[src/rtl/swire_pkg.sv]
package swire_pkg;

    // Filtered view of the data line: settled level plus edge strobes.
    typedef struct packed {
        logic level;
        logic fall;
        logic rise;
    } line_evt_t;

    typedef enum logic [2:0] {
        ST_IDLE,    // line high, waiting for a master edge
        ST_LOW,     // line low, timing the low and sampling writes
        ST_HOLD,    // driving a read 0
        ST_PWAIT,   // gap between reset release and presence
        ST_PDRIVE,  // driving presence
        ST_SETTLE   // presence released, waiting for the line to rise
    } slot_state_e;

    function automatic int unsigned us_ticks(input int unsigned us,
                                             input int unsigned clk_per_us);
        return us * clk_per_us;
    endfunction

    function automatic int unsigned max2(input int unsigned a, input int unsigned b);
        return (a > b) ? a : b;
    endfunction

endpackage

[src/rtl/swire_sync.sv]
module swire_sync #(
    parameter int unsigned STAGES = 2
) (
    input  logic clk,
    input  logic rst,
    input  logic din,
    output logic dout
);
    logic [STAGES-1:0] chain;

    genvar gi;
    generate
        for (gi = 0; gi < STAGES; gi++) begin : g_stage
            if (gi == 0) begin : g_first
                always_ff @(posedge clk) begin
                    if (rst) chain[gi] <= 1'b1;
                    else     chain[gi] <= din;
                end
            end else begin : g_next
                always_ff @(posedge clk) begin
                    if (rst) chain[gi] <= 1'b1;
                    else     chain[gi] <= chain[gi-1];
                end
            end
        end
    endgenerate

    assign dout = chain[STAGES-1];
endmodule

[src/rtl/swire_deglitch.sv]
module swire_deglitch
    import swire_pkg::*;
#(
    parameter int unsigned GLITCH_CLKS = 5
) (
    input  logic      clk,
    input  logic      rst,
    input  logic      din,
    output line_evt_t evt
);
    localparam int unsigned CW = $clog2(GLITCH_CLKS + 1);
    localparam logic [CW-1:0] LAST = CW'(GLITCH_CLKS - 1);

    logic          level;
    logic          fall_q;
    logic          rise_q;
    logic [CW-1:0] run;

    // The level follows din only once din has differed for GLITCH_CLKS cycles.
    always_ff @(posedge clk) begin
        if (rst) begin
            level  <= 1'b1;
            fall_q <= 1'b0;
            rise_q <= 1'b0;
            run    <= '0;
        end else begin
            fall_q <= 1'b0;
            rise_q <= 1'b0;
            if (din != level) begin
                if (run == LAST) begin
                    level  <= din;
                    fall_q <= ~din;
                    rise_q <= din;
                    run    <= '0;
                end else begin
                    run <= run + 1'b1;
                end
            end else begin
                run <= '0;
            end
        end
    end

    assign evt.level = level;
    assign evt.fall  = fall_q;
    assign evt.rise  = rise_q;
endmodule

[src/rtl/swire_slot_fsm.sv]
module swire_slot_fsm
    import swire_pkg::*;
#(
    parameter int unsigned SAMPLE_T = 1500,
    parameter int unsigned HOLD_T   = 1500,
    parameter int unsigned RESET_T  = 24000,
    parameter int unsigned PWAIT_T  = 1500,
    parameter int unsigned PLOW_T   = 6000
) (
    input  logic      clk,
    input  logic      rst,
    input  line_evt_t evt,
    input  logic      tx_arm,
    input  logic      tx_bit,
    output logic      line_pull,
    output logic      rx_valid,
    output logic      rx_bit,
    output logic      tx_take,
    output logic      reset_seen
);
    localparam int unsigned CNT_MAX =
        max2(max2(SAMPLE_T, HOLD_T), max2(RESET_T, max2(PWAIT_T, PLOW_T))) + 1;
    localparam int unsigned CW = $clog2(CNT_MAX + 1);
    localparam logic [CW-1:0] C_FULL   = CW'(CNT_MAX);
    localparam logic [CW-1:0] C_SAMPLE = CW'(SAMPLE_T);
    localparam logic [CW-1:0] C_HOLD   = CW'(HOLD_T);
    localparam logic [CW-1:0] C_RESET  = CW'(RESET_T);
    localparam logic [CW-1:0] C_PWAIT  = CW'(PWAIT_T);
    localparam logic [CW-1:0] C_PLOW   = CW'(PLOW_T);

    slot_state_e   state;
    logic [CW-1:0] cnt;          // cycles since the last timing origin, saturating
    logic          sample_pend;  // write slot whose bit is still to be sampled

    always_ff @(posedge clk) begin
        if (rst) begin
            state       <= ST_IDLE;
            cnt         <= '0;
            sample_pend <= 1'b0;
            line_pull   <= 1'b0;
            rx_valid    <= 1'b0;
            rx_bit      <= 1'b0;
            tx_take     <= 1'b0;
            reset_seen  <= 1'b0;
        end else begin
            rx_valid   <= 1'b0;
            tx_take    <= 1'b0;
            reset_seen <= 1'b0;
            if (cnt != C_FULL) cnt <= cnt + 1'b1;

            unique case (state)
                ST_IDLE: begin
                    if (evt.fall) begin
                        cnt <= CW'(1);
                        if (tx_arm) begin
                            tx_take     <= 1'b1;
                            sample_pend <= 1'b0;
                            if (!tx_bit) begin
                                line_pull <= 1'b1;
                                state     <= ST_HOLD;
                            end else begin
                                state <= ST_LOW;
                            end
                        end else begin
                            sample_pend <= 1'b1;
                            state       <= ST_LOW;
                        end
                    end
                end
                ST_LOW: begin
                    if (sample_pend && cnt == C_SAMPLE) begin
                        rx_valid    <= 1'b1;
                        rx_bit      <= evt.level;
                        sample_pend <= 1'b0;
                    end else if (!sample_pend && evt.level) begin
                        if (cnt >= C_RESET) begin
                            reset_seen <= 1'b1;
                            cnt        <= CW'(1);
                            state      <= ST_PWAIT;
                        end else begin
                            state <= ST_IDLE;
                        end
                    end
                end
                ST_HOLD: begin
                    if (cnt == C_HOLD) begin
                        line_pull <= 1'b0;
                        state     <= ST_LOW;
                    end
                end
                ST_PWAIT: begin
                    if (cnt == C_PWAIT) begin
                        line_pull <= 1'b1;
                        cnt       <= CW'(1);
                        state     <= ST_PDRIVE;
                    end
                end
                ST_PDRIVE: begin
                    // Edges seen here are the block's own pull; they are not slots.
                    if (cnt == C_PLOW) begin
                        line_pull <= 1'b0;
                        state     <= ST_SETTLE;
                    end
                end
                ST_SETTLE: begin
                    if (evt.level) state <= ST_IDLE;
                end
                default: state <= ST_IDLE;
            endcase
        end
    end
endmodule

[src/rtl/swire_slot_engine.sv]
module swire_slot_engine
    import swire_pkg::*;
#(
    parameter int unsigned CLK_PER_US  = 50,
    parameter int unsigned SYNC_STAGES = 2,
    parameter int unsigned GLITCH_CLKS = 5,
    parameter int unsigned SAMPLE_US   = 30,
    parameter int unsigned HOLD_US     = 30,
    parameter int unsigned RESET_US    = 480,
    parameter int unsigned PWAIT_US    = 30,
    parameter int unsigned PLOW_US     = 120
) (
    input  logic clk,
    input  logic rst,
    input  logic line_in,
    output logic line_pull,
    output logic rx_valid,
    output logic rx_bit,
    input  logic tx_arm,
    input  logic tx_bit,
    output logic tx_take,
    output logic reset_seen
);
    localparam int unsigned SAMPLE_T = us_ticks(SAMPLE_US, CLK_PER_US);
    localparam int unsigned HOLD_T   = us_ticks(HOLD_US,   CLK_PER_US);
    localparam int unsigned RESET_T  = us_ticks(RESET_US,  CLK_PER_US);
    localparam int unsigned PWAIT_T  = us_ticks(PWAIT_US,  CLK_PER_US);
    localparam int unsigned PLOW_T   = us_ticks(PLOW_US,   CLK_PER_US);

    logic      line_s;
    line_evt_t evt;

    swire_sync #(.STAGES(SYNC_STAGES)) u_sync (
        .clk (clk),
        .rst (rst),
        .din (line_in),
        .dout(line_s)
    );

    swire_deglitch #(.GLITCH_CLKS(GLITCH_CLKS)) u_filt (
        .clk(clk),
        .rst(rst),
        .din(line_s),
        .evt(evt)
    );

    swire_slot_fsm #(
        .SAMPLE_T(SAMPLE_T),
        .HOLD_T  (HOLD_T),
        .RESET_T (RESET_T),
        .PWAIT_T (PWAIT_T),
        .PLOW_T  (PLOW_T)
    ) u_fsm (
        .clk       (clk),
        .rst       (rst),
        .evt       (evt),
        .tx_arm    (tx_arm),
        .tx_bit    (tx_bit),
        .line_pull (line_pull),
        .rx_valid  (rx_valid),
        .rx_bit    (rx_bit),
        .tx_take   (tx_take),
        .reset_seen(reset_seen)
    );
endmodule

[config.mk]
export PLATFORM = sky130hd
export DESIGN_NAME = swire_slot_engine
export DESIGN_NICKNAME = d
export VERILOG_FILES = /design/src/rtl/swire_pkg.sv /design/src/rtl/swire_sync.sv /design/src/rtl/swire_deglitch.sv /design/src/rtl/swire_slot_fsm.sv /design/src/rtl/swire_slot_engine.sv
export SDC_FILE = /design/constraint.sdc
export NUM_CORES = 1
export LEC_CHECK = 0
export ABC_AREA = 1
export ABC_CLOCK_PERIOD_IN_PS = 3380
export BUFFER_PORTS_ARGS = -buffer_cell sky130_fd_sc_hd__buf_2
export CORE_ASPECT_RATIO = 0.7
export CORE_UTILIZATION = 60
export DETAILED_ROUTE_END_ITERATION = 10
export PLACE_DENSITY_LB_ADDON = 0.1
export SYNTH_ARGS = -nofsm -noshare
export SYNTH_HDL_FRONTEND = slang
export SYNTH_SLANG_ARGS = --single-unit
[constraint.sdc]
create_clock -name clk -period 3.38 [get_ports clk]
set_input_delay 1.014 -clock clk [delete_from_list [all_inputs] [get_ports clk]]
set_output_delay 1.014 -clock clk [all_outputs]
set_load 0.01 [all_outputs]
# Word level (Yosys, flattened, before mapping)
# Cells that the tools add are included.
# Widths: inputs -> output; s select.
[op_classes]
order_cmp = 1
addsub = 2
n_mux = 32
reduce_logical = 16
n_eq_ne = 20
bitwise_logic = 7
[ops]
columns = ["op", "n"]
rows = [
  ["$mux 15", 6],
  ["$pmux 15 s3", 1],
  ["$mux 3", 7],
  ["$pmux 3 s6", 1],
  ["$add 15x1->15 const B", 1],
  ["$eq 15x11->1 const B", 1],
  ["$eq 15x13->1 const B", 1],
  ["$ge 15x15->1 const B", 1],
  ["$ne 15x15->1 const B", 1],
  ["$reduce_and 7->1", 2],
  ["$mux 1", 12],
  ["$ne 2x1->1 const B", 5],
  ["$ne 2x2->1 const B", 5],
  ["$eq 3x3->1 const B", 3],
  ["$reduce_or 3->1", 3],
  ["$not 1->1", 7],
  ["$eq 3x2->1 const B", 2],
  ["$mux 2", 3],
  ["$pmux 1 s4", 1],
  ["$reduce_and 2->1", 2],
  ["$reduce_bool 4->1", 1],
  ["$reduce_or 4->1", 1],
  ["$add 3x1->3 const B", 1],
  ["$eq 3x1->1 const B", 1],
  ["8 further kinds", 9],
]
[totals]
elab_cells = 91
reg_bits = 31
output_inout_bits = 5

# Depth between registers and ports, before layout
# Gate-level depths: netlist of run 1.
[depth]
depth_word = 6
depth_mapped = 13
depth_no_buf = 13

# Cells and area by module
# Synthesis of run 1 repeated with hierarchy kept, for this count alone.
[hier_totals]
cells_unflattened = 256
area_unflattened_um2 = 1744.2
[modules_own_cells]
columns = ["mod", "cells_per_inst", "n_inst", "area_per_inst_um2"]
rows = [
  ["swire_slot_fsm", 215, 1, 1423.9],
  ["swire_deglitch", 34, 1, 261.5],
  ["swire_sync", 7, 1, 58.8],
]

# Worst setup path after synthesis of run 1
# No wires, ideal clock.
[synth_path]
kind = "input to register"
from = "input tx_arm"
to = "register u_fsm.line_pull"
n_path_buf = 0
path_stages = 8
arrival_ns = 1.713
setup_time_ns = 0.113
path_slack_ns = 1.554
cell_sequence = "inv_1 > or2_2 > nand2_1 > nand3_1 > nor2_1 > nand2_1 > nand2_1 > nor2_1"
[synth_between]
elab_chain_len = 2
[synth_rtl]
columns = ["item", "line_no", "rtl"]
rows = [
  ["start: declaration", "swire_slot_engine.sv:19", "input logic tx_arm,"],
  ["$ne 2x2->1 (no source line)", "n/a", ""],
  ["$reduce_and 7->1 (no source line)", "n/a", ""],
  ["end signal: assignment", "swire_slot_fsm.sv:40", "line_pull <= 1'b0;"],
  ["end signal: assignment", "swire_slot_fsm.sv:59", "line_pull <= 1'b1;"],
  ["end signal: assignment", "swire_slot_fsm.sv:87", "line_pull <= 1'b0;"],
  ["end: declaration", "swire_slot_fsm.sv:15", "output logic line_pull,"],
]
# Every way passes these cells.
# A chain may end at the register's enable or synchronous reset.

# Worst setup path after layout of run 1
[layout_path]
from = "register u_fsm.rx_bit"
to = "output rx_bit"
[layout_rtl]
columns = ["item", "line_no", "rtl"]
rows = [
  ["start: declaration", "swire_slot_fsm.sv:17", "output logic rx_bit,"],
  ["start signal: assignment", "swire_slot_fsm.sv:73", "rx_bit <= evt.level;"],
  ["end: declaration", "swire_slot_engine.sv:18", "output logic rx_bit,"],
]
# No word-level cell between the ends.

==> results of run 1 <==
per-stage QoR:
stage	instance area, sq um	hold slack [ns]
after global placement	1710	0.396
after global routing	1810	0.454
after floorplan	1650	0.389
after CTS	1810	0.436
after detailed placement	1710	0.420
final	1810	0.432
how the worst min path moves through the flow:
stage               slack (ns)  cells past startpoint             from     endpoint
finish                    0.43                      1  u_sync.chain[0]  u_sync.dout
global route              0.45                      1  u_sync.chain[0]  u_sync.dout
CTS                       0.44                      1  u_sync.chain[0]  u_sync.dout
detailed placement        0.42                      1  u_sync.chain[0]  u_sync.dout
global placement          0.40                      1  u_sync.chain[0]  u_sync.dout
floorplan                 0.39                      1  u_sync.chain[0]  u_sync.dout
power groups by stage:
| stage | logic [uW] | clock network (uW) | registers, uW |
|---|---|---|---|
| 2_1_floorplan | 193 | 0 | 419 |
| 5_1_grt | 267 | 345 | 419 |
| 4_1_cts | 236 | 329 | 415 |
| 6_report | 239 | 326 | 415 |
| 3_3_place_gp | 226 | 0 | 420 |
| 3_5_place_dp | 235 | 0 | 423 |
layout make-up:
type / instances / share of cell area (%)
clock buffers: 7 / 5.31
multi-input cells: 160 / 48.6
inverters: 32 / 6.63
well taps: 34 / 2.35
repair buffers: 9 / 2.48
clock inverters: 1 / 0.414
flip-flops and latches: 31 / 34.2
kinds of logic after synthesis:
family	after synthesis	share of synthesized area [%]
AO/OA/AOI/OAI	20	6.89
adder cells (fa/ha/maj)	5	3.79
flip-flops	31	37.6
XOR/XNOR	13	6.89
buffers and inverters	35	9.09
AND/OR/NAND/NOR	122	35.8
routing by layer:
| layer | share of wire [%] | vias to the layer above | GRT usage (%) |
|---|---|---|---|
| li1 | - | 722 | - |
| met1 | 49 | 615 | 33.9 |
| met2 | 43 | 35 | 38.8 |
| met3 | 6.3 | 8 | 6.75 |
| met4 | 1.6 | 0 | 10.7 |
| met5 | 0 | - | 0 |
cells in the mapped netlist, drive strengths merged:
cell type,count
a211oi,1
a21oi,7
a31oi,1
buf,2
clkbuf,1
dfxtp,31
ha,5
inv,32
nand2,47
nand3,10
nand3b,2
nand4,2
nor2,47
nor3,9
o21ai,10
o31ai,1
or2,5
xnor2,2
xor2,11
sequential cells by signal, indices dropped and copies added (netlist names):
signal and count:
u_sync.chain 1, u_fsm.tx_take 1, u_filt.run 3, u_fsm.reset_seen 1, u_fsm.line_pull 1, u_fsm.rx_valid 1
u_fsm.sample_pend 1, u_filt.level 1, u_fsm.state 3, u_filt.fall_q 1, u_sync.dout 1, u_fsm.cnt 15
u_fsm.rx_bit 1
==> summary.txt, run 1 <==
Run status
  – Outcome: completed

Finish
  – Final layout net count: 249
  – Post-layout instance count excluding filler cells: 274
  – Area Overhead vs Synth: 9.77%
  – Most used cells in the layout excluding fill and tap cells: sky130_fd_sc_hd__nand2_1 (44), sky130_fd_sc_hd__dfxtp_1 (31), sky130_fd_sc_hd__inv_1 (28), sky130_fd_sc_hd__nor2_1 (28), sky130_fd_sc_hd__nor2_2 (17)
  – Final-layout fill cell count: 200
  – Commonest non-fill, non-tap cell in the layout: sky130_fd_sc_hd__nand2_1
  – Multi-input gate area: 881 sq um
  – Share of the core filled with cells: 71.6%
  – Sequential Area: 621 sq um
  – Number of antenna repair diodes: 0
  – Proportion of layout cells with a drive suffix above 1: 21.3%

Placed design
  – Final RePlAce weighted congestion: 0.902
  – Total placed cells including tap cells: 266
  – DPL Wire Length: 2420 um
  – Worst Setup Slack post-DPL: 1.40 ns
  – Count of buffers inserted at the top-level ports: 9

Clocking
  – Number of H-tree levels: 2
  – Clock sink count: 31
  – Later-pin clock latency in the skew report: 0.28 ns
  – Library cell used as clock root buffer: sky130_fd_sc_hd__clkbuf_8
  – Buffer levels on the longest clock path: 2
  – Post-cts gate resize count: 0
  – Number of buffers inserted by post-CTS setup repair: 0
  – TritonCTS clock tree: built
  – Clock-pin slew on the worst setup and hold paths: 0.07 ns
  – Quantity of hold-fixing buffers added after cts: 0
  – TritonCTS buffer count: 5

Detailed routing
  – Post-route DRC violation count: 0
  – Count of antenna-violating nets left after detailed routing: 0
  – WL per Instance: 11.7 um
  – Routed via count: 1380
  – Via density per instance: 5.04
  – Number of iterations in the first detailed-routing pass: 4
  – Total wirelength of the detailed-routed design: 3200 um
  – Detailed Route Iter0 Violations: 100

Pwr
  – Sequential share of power: 42.4%
  – PwrDens: 540 nW/um^2
  – Switching power share of the total: 32.4%
  – Internal Pwr Total: 662 uW
  – Leakage dissipation: 0.000737 uW
  – Worst VDD drop: 0.000302 V
  – Net switching component of the power: 317 uW
  – Combinational power share: 24.4%
  – Portion of total power attributed to the clock network: 33.2%
  – Pwr Total: 980 uW

Global routing
  – Total global routing track utilization: 25.3%
  – Pin count of the biggest net entering global routing: 15
  – First-pass GRT wire length: 5460 um
  – Total grt overflow: 0
  – Vias in the first global route: 1229
  – Number of antenna violations at the first check in global routing: 0

Logic synthesis
  – Number of instances in the synthesized netlist: 226
  – Synth area leaders: sky130_fd_sc_hd__dfxtp_1 (38%), sky130_fd_sc_hd__nand2_1 (10%), sky130_fd_sc_hd__nor2_2 (6.4%)
  – Post-synthesis register bit count: 31
  – Post-synth top area cell: sky130_fd_sc_hd__dfxtp_1
  – Share of the synthesized area in the top cell type: 37.6%
  – Post-Synthesis Cell Area: 1650 sq um
  – Syn nets: 236
  – Distinct cell type count of the synthesized netlist: 29
  – Syn_area_per_cell: 7.31 sq um
  – Sequential element share of the synthesized area: 37.6%
  – Ys Warns: 0

STA
  – Pins Over Slew Limit: 0
  – RSZ-0062 raised after global routing: false
  – Tightest Pin Transition: 0.370 ns
  – Part of the cycle the worst path needs: 52.0%
  – Setup TNS Final: 0 ns
  – Worst clock skew: 0.00622 ns
  – Maximum clock frequency: 569 MHz
  – Final Hold Violating Endpoints: 0
  – Final worst setup slack: 1.62 ns
  – Max_slew headroom: 75.2%
  – Number of endpoints failing setup at the final stage: 0
  – Tmin final: 1.76 ns

Setup path
  – Type of element capturing the critical path: output pin
  – Crit path required time: 2.37 ns
  – Buffers & Inverters on Critical Path: 1
  – Kind of cell adding the most delay to the critical path: flip-flops
  – Critical path cell sequence: buf_2
  – Startpoint of the most critical setup path: u_fsm.rx_bit
  – Start of the worst register-to-register path: u_fsm.cnt[0]
  – Number of gates on the worst path with buffers counted: 1
  – Worst setup path endpoint: rx_bit
  – Endpoint arrival time on the critical path: 0.74 ns
  – Number of cell instances on the worst register-to-register path: 11
  – Type of the worst setup path: reg -> out
  – Crit-path max FO: 2
  – Critical Path Max Stage Delay: 0.33 ns
  – Worst setup slack for register-to-register paths: 1.74 ns
  – Critical Path Source Type: register
  – Worst-path cell with the longest stage delay: sky130_fd_sc_hd__dfxtp_1
  – Critical register-to-register path endpoint: u_fsm.cnt[5]

Floorplanning
  – Core area: 2530 sq um
  – Initial cell density of the core: 65.2%
  – Floorplan die width: 64.7 um
  – Site Rows: 15
  – Die height: 45.9 um
  – Die area: 2970 sq um
  – Ports placed on the boundary: 10

Hold path
  – Hold/Removal Path Class: reg -> reg

Flow run
  – Max capacitance violation total: 0
Note: power is estimated with default switching activity, not from simulation.
==> inputs of run 2 (changes only) <==
--- a/config.mk
+++ b/config.mk
@@ -5,11 +5,11 @@
 export SDC_FILE = /design/constraint.sdc
 export NUM_CORES = 1
 export LEC_CHECK = 0
-export ABC_AREA = 1
-export ABC_CLOCK_PERIOD_IN_PS = 3380
+export ABC_AREA = 0
+export ABC_CLOCK_PERIOD_IN_PS = 1600
 export BUFFER_PORTS_ARGS = -buffer_cell sky130_fd_sc_hd__buf_2
 export CORE_ASPECT_RATIO = 0.7
-export CORE_UTILIZATION = 60
+export CORE_UTILIZATION = 54
 export DETAILED_ROUTE_END_ITERATION = 10
 export PLACE_DENSITY_LB_ADDON = 0.1
 export SYNTH_ARGS = -nofsm -noshare
==> constraint.sdc (replaced) <==
create_clock -name clk -period 1.6 [get_ports clk]
set_input_delay 0.48 -clock clk [delete_from_list [all_inputs] [get_ports clk]]
set_output_delay 0.48 -clock clk [all_outputs]
set_load 0.01 [all_outputs]
==> run 2 against run 1 <==
Net effect: hold slack worse by 0.058 ns; critical path depth up 7; total power up 110%; wire length up 14%; sequential power up 100%; synthesized area up 1.7%; non-clock buffer count up 19; global-route usage up 0.18 points; flip-flop and latch count unchanged; clock-buffer cell count down 1; final cell count down 12%; sequential share of layout area down 3.7 points; critical path type is now reg -> reg.
==> summary.txt, run 2 <==
STA
  – Part of the cycle the worst path needs: 97.5%
  – Pins Over Slew Limit: 0
  – Worst clock skew: 0.00575 ns
  – Final Hold Violating Endpoints: 0
  – RSZ-0062 raised after global routing: true
  – Max_slew headroom: 79.2%
  – Maximum clock frequency: 641 MHz
  – Number of endpoints failing setup at the final stage: 0
  – Tightest Pin Transition: 0.311 ns
  – Tmin final: 1.56 ns
  – Final worst setup slack: 0.0393 ns

Logic synthesis
  – Synthesized-area fraction occupied by and/or/nand/nor cells: 33.4%
  – Share of the synthesized area in the top cell type: 36.9%
  – Top flip-flop cell by instance count after synthesis: sky130_fd_sc_hd__dfxtp_1
  – Synth area leaders: sky130_fd_sc_hd__dfxtp_1 (37%), sky130_fd_sc_hd__nor2_4 (6.7%), sky130_fd_sc_hd__xor2_1 (4.2%)
  – Compound-cell area share of the yosys netlist: 11.5%
  – Post-synth top area cell: sky130_fd_sc_hd__dfxtp_1
  – Top cells by count, synth: sky130_fd_sc_hd__dfxtp_1 (31), sky130_fd_sc_hd__nor2_1 (14), sky130_fd_sc_hd__nand2_1 (13)
  – Adder-cell area share of the yosys netlist: 3.72%
  – Dominant combinational cell family by area after synthesis: simple AND/OR/NAND/NOR gates
  – Ys async rst share: 0%
  – Number of instances in the synthesized netlist: 176
  – Sequential element share of the synthesized area: 36.9%
  – Post-Synthesis Cell Area: 1680 sq um
  – Share of synthesized area spent on multiplexers: 2.61%
  – Post-synthesis register bit count: 31
  – Most frequent cell after synthesis: sky130_fd_sc_hd__dfxtp_1
  – EDFF count, synth: 0
  – Ys Warns: 0
  – Syn nets: 186
  – Distinct cell type count of the synthesized netlist: 53
  – Syn_area_per_cell: 9.55 sq um
  – Xor and xnor area share after synthesis: 7.30%

Setup path
  – Crit-path max FO: 8
  – Kind of cell adding the most delay to the critical path: simple AND/OR/NAND/NOR gates
  – Type of element capturing the critical path: register
  – Buffers & Inverters on Critical Path: 2
  – Critical Path Source Type: register
  – Endpoint arrival time on the critical path: 1.78 ns
  – Type of the worst setup path: reg -> reg
  – Worst-path cell with the longest stage delay: sky130_fd_sc_hd__dfxtp_2
  – Critical Path Max Stage Delay: 0.35 ns
  – Critical path cell sequence: inv_2, ha_4, and4bb_1, nand4_2, nand3_2, a31o_4, buf_12, a21oi_2
  – Crit path required time: 1.82 ns

Clocking
  – Clock sink count: 31
  – Library cell used as clock root buffer: sky130_fd_sc_hd__clkbuf_8
  – Buffer levels on the longest clock path: 2
  – Number of H-tree levels: 2
  – Clock-pin slew on the worst setup and hold paths: 0.07 ns
  – Later-pin clock latency in the skew report: 0.29 ns
  – TritonCTS buffer count: 5
  – TritonCTS clock tree: built

Floorplanning
  – Ports placed on the boundary: 10
  – Core area: 2880 sq um
  – Initial cell density of the core: 58.3%
  – Die height: 48.7 um
  – Die area: 3340 sq um
  – Floorplan die width: 68.7 um
  – Site Rows: 16

Detailed routing
  – Count of antenna-violating nets left after detailed routing: 0
  – Number of iterations in the first detailed-routing pass: 4
  – Routed via count: 1326
  – WL per Instance: 15.1 um
  – Detailed Route Iter0 Violations: 116
  – Via density per instance: 5.50
  – Total wirelength of the detailed-routed design: 3630 um
  – Post-route DRC violation count: 0

Placed design
  – DPL Wire Length: 2610 um
  – Total placed cells including tap cells: 232
  – Placed standard-cell area: 1870 sq um
  – Worst Setup Slack post-DPL: -0.0546 ns
  – Count of buffers inserted at the top-level ports: 9
  – Final RePlAce weighted congestion: 0.883

Finish
  – Finished layout cell area: 2060 sq um
  – Final-layout fill cell count: 211
  – Largest register by flop count: u_fsm.cnt
  – Final layout net count: 214
  – Registers with the highest flip-flop counts: u_fsm.cnt (15), u_filt.run (3), u_fsm.state (3)
  – Sequential Area: 629 sq um
  – Commonest non-fill, non-tap cell in the layout: sky130_fd_sc_hd__dfxtp_1
  – Multi-input gate area: 1040 sq um
  – Number of antenna repair diodes: 0
  – Most used cells in the layout excluding fill and tap cells: sky130_fd_sc_hd__dfxtp_1 (24), sky130_fd_sc_hd__buf_4 (17), sky130_fd_sc_hd__nand2_1 (12), sky130_fd_sc_hd__nor2_4 (11), sky130_fd_sc_hd__nor2_1 (10)
  – Proportion of layout cells with a drive suffix above 1: 40.0%
  – Number of flip-flops in the largest register: 15
  – Post-layout instance count excluding filler cells: 241
  – Share of the core filled with cells: 71.6%
  – Area Overhead vs Synth: 22.8%

Global routing
  – Number of antenna violations at the first check in global routing: 0
  – Vias in the first global route: 1289
  – First-pass GRT wire length: 6100 um
  – Total grt overflow: 0
  – Pin count of the biggest net entering global routing: 12
  – Total global routing track utilization: 25.5%

Pwr
  – Worst VDD drop: 0.000576 V
  – Leakage dissipation: 0.000815 uW
  – PwrDens: 994 nW/um^2

Flow run
  – Max capacitance violation total: 0

Hold path
  – Hold/Removal Path Class: in -> reg

Run status
  – Outcome: completed
[run 2: changes by cell type in the layout (fill, tap and decap cells not counted), sizes merged, moves of 3 or more]
cell,before,now
xnor2,2,6
and4bb,0,3
xor2,11,8
nand3,10,6
o21ai,10,3
mux2i,0,4
and3,0,8
buf,9,28
inv,32,6
nand2b,0,3
nor2,47,24
a21oi,7,11
nor3,9,6
nand2,47,13
[run 2: cells by family (layout without fill, tap and decap cells)]
kind of cell / count (synthesis) / after routing
AO/OA/AOI/OAI: 26 / 26
XOR/XNOR: 14 / 14
adder cells (fa/ha/maj): 5 / 5
buffers and inverters: 13 / 42
flip-flops: 31 / 31
multiplexers: 4 / 4
AND/OR/NAND/NOR: 83 / 83
[run 2: what timing repair did]
item	in CTS	in global routing
buffers inserted	1	0
gates resized for setup	0	21
setup endpoints to repair	14	17
hold buffers	0	0
pin swaps	3	11
[run 2: per-stage QoR]
stage | hold slack, ns | TNS [ns] | total power [uW]
3_5_place_dp | 0.399 | -0.166 | 1220
3_3_place_gp | 0.397 | 0 | 1200
6_report | 0.375 | 0 | 2050
2_1_floorplan | 0.389 | 0 | 1110
5_1_grt | 0.360 | -0.167 | 2150
4_1_cts | 0.369 | 0 | 2030
[run 2: layout make-up]
class / instances / area share [%]
clock inverters: 2 / 1.70
inverters: 6 / 1.09
well taps: 36 / 2.18
repair buffers: 28 / 9.88
multi-input cells: 132 / 50.6
flip-flops and latches: 31 / 30.5
clock buffers: 6 / 4.00
[run 2: path summary, 6_finish.rpt]
path                    from         endpoint  slack, ns  depth (start not counted)
max             u_fsm.cnt[0]     u_fsm.cnt[2]       0.04                          8
min                  line_in  u_sync.chain[0]       0.37                          2
max reg2reg     u_fsm.cnt[0]     u_fsm.cnt[2]       0.04                          8
min reg2reg  u_sync.chain[0]      u_sync.dout       0.42                          1
[run 2: metal layers]
| metal | vias to the layer above | track usage (%) | part of all wire [%] |
|---|---|---|---|
| met4 | 0 | 6.25 | 0.99 |
| met1 | 622 | 36.6 | 48 |
| met5 | - | 0 | 0 |
| li1 | 666 | - | - |
| met3 | 5 | 10.6 | 6.0 |
| met2 | 33 | 34.8 | 45 |
[run 2: where the power goes]
| group | switching, uW | internal (uW) | leakage [uW] |
|---|---|---|---|
| Clock | 304 | 503 | 0.0000612 |
| Combinational | 210 | 192 | 0.000500 |
| Sequential | 37.1 | 805 | 0.000254 |
| Total | 551 | 1500 | 0.000815 |
==> inputs of run 3 (changes only) <==
--- a/config.mk
+++ b/config.mk
@@ -12,6 +12,7 @@
 export CORE_UTILIZATION = 54
 export DETAILED_ROUTE_END_ITERATION = 10
 export PLACE_DENSITY_LB_ADDON = 0.1
+export RECOVER_POWER = 25
 export SYNTH_ARGS = -nofsm -noshare
 export SYNTH_HDL_FRONTEND = slang
 export SYNTH_SLANG_ARGS = --single-unit
==> run 3 against run 2 <==
Net effect: first-iteration DRC count decreased by 0.86%; total power is essentially flat; setup slack got worse by 0.0024 ns; register-to-register slack about the same; via count is essentially flat; hold slack about the same; core utilization decreased by 0.17 points; non-clock buffer count unchanged; global-route usage unchanged; clock power about the same; flip-flop and latch count unchanged; cell area decreased by 0.24%; critical path type unchanged.
==> summary.txt, run 3 (same netlist as run 2, synthesis figures left out) <==
Finish
  – Largest register by flop count: u_fsm.cnt
  – Proportion of layout cells with a drive suffix above 1: 39.0%
  – Most used cells in the layout excluding fill and tap cells: sky130_fd_sc_hd__dfxtp_1 (24), sky130_fd_sc_hd__buf_4 (16), sky130_fd_sc_hd__nand2_1 (12), sky130_fd_sc_hd__nor2_4 (11), sky130_fd_sc_hd__nor2_1 (10)
  – Registers with the highest flip-flop counts: u_fsm.cnt (15), u_filt.run (3), u_fsm.state (3)
  – Number of antenna repair diodes: 0
  – Area Overhead vs Synth: 22.5%
  – Commonest non-fill, non-tap cell in the layout: sky130_fd_sc_hd__dfxtp_1
  – Final layout net count: 214
  – Number of flip-flops in the largest register: 15
  – Finished layout cell area: 2060 sq um
  – Post-layout instance count excluding filler cells: 241

STA
  – RSZ-0062 raised after global routing: true
  – Final worst setup slack: 0.0369 ns
  – Part of the cycle the worst path needs: 97.7%
  – Final Hold Violating Endpoints: 0
  – Max_slew headroom: 68.3%
  – Pins Over Slew Limit: 0
  – Setup TNS Final: 0 ns
  – Tmin final: 1.56 ns
  – Worst clock skew: 0.00572 ns
  – Maximum clock frequency: 640 MHz
  – Tightest Pin Transition: 0.476 ns
  – Number of endpoints failing setup at the final stage: 0

Floorplanning
  – Core area: 2880 sq um
  – Ports placed on the boundary: 10
  – Floorplan die width: 68.7 um
  – Die area: 3340 sq um
  – Die height: 48.7 um
  – Initial cell density of the core: 58.3%
  – Site Rows: 16

Setup path
  – Startpoint of the most critical setup path: u_fsm.state[1]
  – Endpoint arrival time on the critical path: 1.72 ns
  – Start of the worst register-to-register path: u_fsm.state[1]
  – Critical path cell sequence: or3b_1, a41o_1, a21boi_4, a21oi_2, a211oi_2
  – Crit-path max FO: 7
  – Type of the worst setup path: reg -> reg
  – Type of element capturing the critical path: register
  – Crit path required time: 1.76 ns
  – Critical Path Max Stage Delay: 0.42 ns
  – Critical Path Source Type: register
  – Worst-path cell with the longest stage delay: sky130_fd_sc_hd__or3b_1

Detailed routing
  – Via density per instance: 5.51
  – Count of antenna-violating nets left after detailed routing: 0
  – Wire length on met3: 219 um
  – Post-route DRC violation count: 0
  – Detailed Route Iter0 Violations: 115
  – Number of iterations in the first detailed-routing pass: 4
  – WL per Instance: 15.1 um
  – Top routing layer in use: met4
  – Metal2 WL: 1620 um
  – Met1 wire length: 1750 um
  – Routed via count: 1327
  – Total wirelength of the detailed-routed design: 3630 um

Clocking
  – Buffer levels on the longest clock path: 2
  – TritonCTS clock tree: built
  – Later-pin clock latency in the skew report: 0.29 ns
  – TritonCTS buffer count: 5
  – Clock-pin slew on the worst setup and hold paths: 0.07 ns
  – Number of H-tree levels: 2
  – Quantity of hold-fixing buffers added after cts: 0
  – Library cell used as clock root buffer: sky130_fd_sc_hd__clkbuf_8
  – Clock sink count: 31

Pwr
  – Portion of total power attributed to the clock network: 39.4%
  – PwrDens: 996 nW/um^2
  – Leakage dissipation: 0.000808 uW
  – Internal Pwr Total: 1500 uW
  – Worst VDD drop: 0.000575 V
  – Combinational power share: 19.5%
  – Sequential share of power: 41.1%
  – Switching power share of the total: 26.9%
  – Net switching component of the power: 551 uW

Global routing
  – Total grt overflow: 0
  – First-pass GRT wire length: 6100 um
  – Pin count of the biggest net entering global routing: 12
  – Number of antenna violations at the first check in global routing: 0
  – Vias in the first global route: 1289
  – Total global routing track utilization: 25.5%

Run status
  – Outcome: completed

Placed design
  – Final RePlAce weighted congestion: 0.883
  – Worst Setup Slack post-DPL: -0.0546 ns
  – Total placed cells including tap cells: 232
  – Count of buffers inserted at the top-level ports: 9
  – DPL Wire Length: 2610 um
  – Placed standard-cell area: 1870 sq um

Hold path
  – Hold/Removal Path Class: in -> reg
  – Beginning of the worst hold path: line_in

Flow run
  – Max capacitance violation total: 0
-- run 3: cell types whose count changed in the layout (fill, tap and decap cells not counted), sizes merged --
cell | previous run | this run
clkbuf | 6 | 8
buf | 28 | 26
-- run 3: worst paths after layout --
kind / to / slack [ns] / cells after the start
setup / recovery: u_fsm.line_pull / 0.04 / 5
hold / removal: u_sync.chain[0] / 0.37 / 2
setup reg to reg: u_fsm.line_pull / 0.04 / 5
hold reg to reg: u_sync.dout / 0.42 / 1
-- run 3: critical path, delay by kind of cell (launching register included) --
| kind | cells | cell delay, ns |
|---|---|---|
| AO/OA/AOI/OAI | 4 | 0.61 |
| flip-flops | 1 | 0.40 |
| AND/OR/NAND/NOR | 1 | 0.42 |
-- run 3: area by class of cell --
class                      instances  area, sq um
timing repair buffer              28          199
multi-input combinational        132         1040
sequential                        31          629
inverter                           6         22.5
clock buffer                       6         82.6
clock inverter                     2         35.0
fill                             214          825
tap                               36         45.0
-- run 3: stage by stage --
| stage | hold WS, ns | total power, uW | utilization [%] |
|---|---|---|---|
| after global routing | 0.360 | 2150 | 71.4 |
| final | 0.374 | 2050 | 71.4 |
| after floorplan | 0.389 | 1110 | - |
| after CTS | 0.369 | 2030 | 69.1 |
| after detailed placement | 0.399 | 1220 | 64.8 |
| after global placement | 0.397 | 1200 | 64.8 |
-- run 3: power groups by stage --
stage	Sequential (uW)	Clock, uW	Combinational (uW)
floorplan	849	0	264
global placement	853	0	350
detailed placement	855	0	361
CTS	837	822	372
global route	848	864	441
finish	842	807	400
-- run 3: repair_timing --
action / CTS / global route
gates resized for setup: 0 / 21
endpoints found under the setup margin: 14 / 17
pin swaps: 3 / 11
buffers inserted: 1 / 0
-- run 3: routing by layer --
layer  track usage, %  vias up
li1                 -      666
met1             36.6      623
met2             34.8       33
met3             10.6        5
met4             6.25        0
met5                0        -
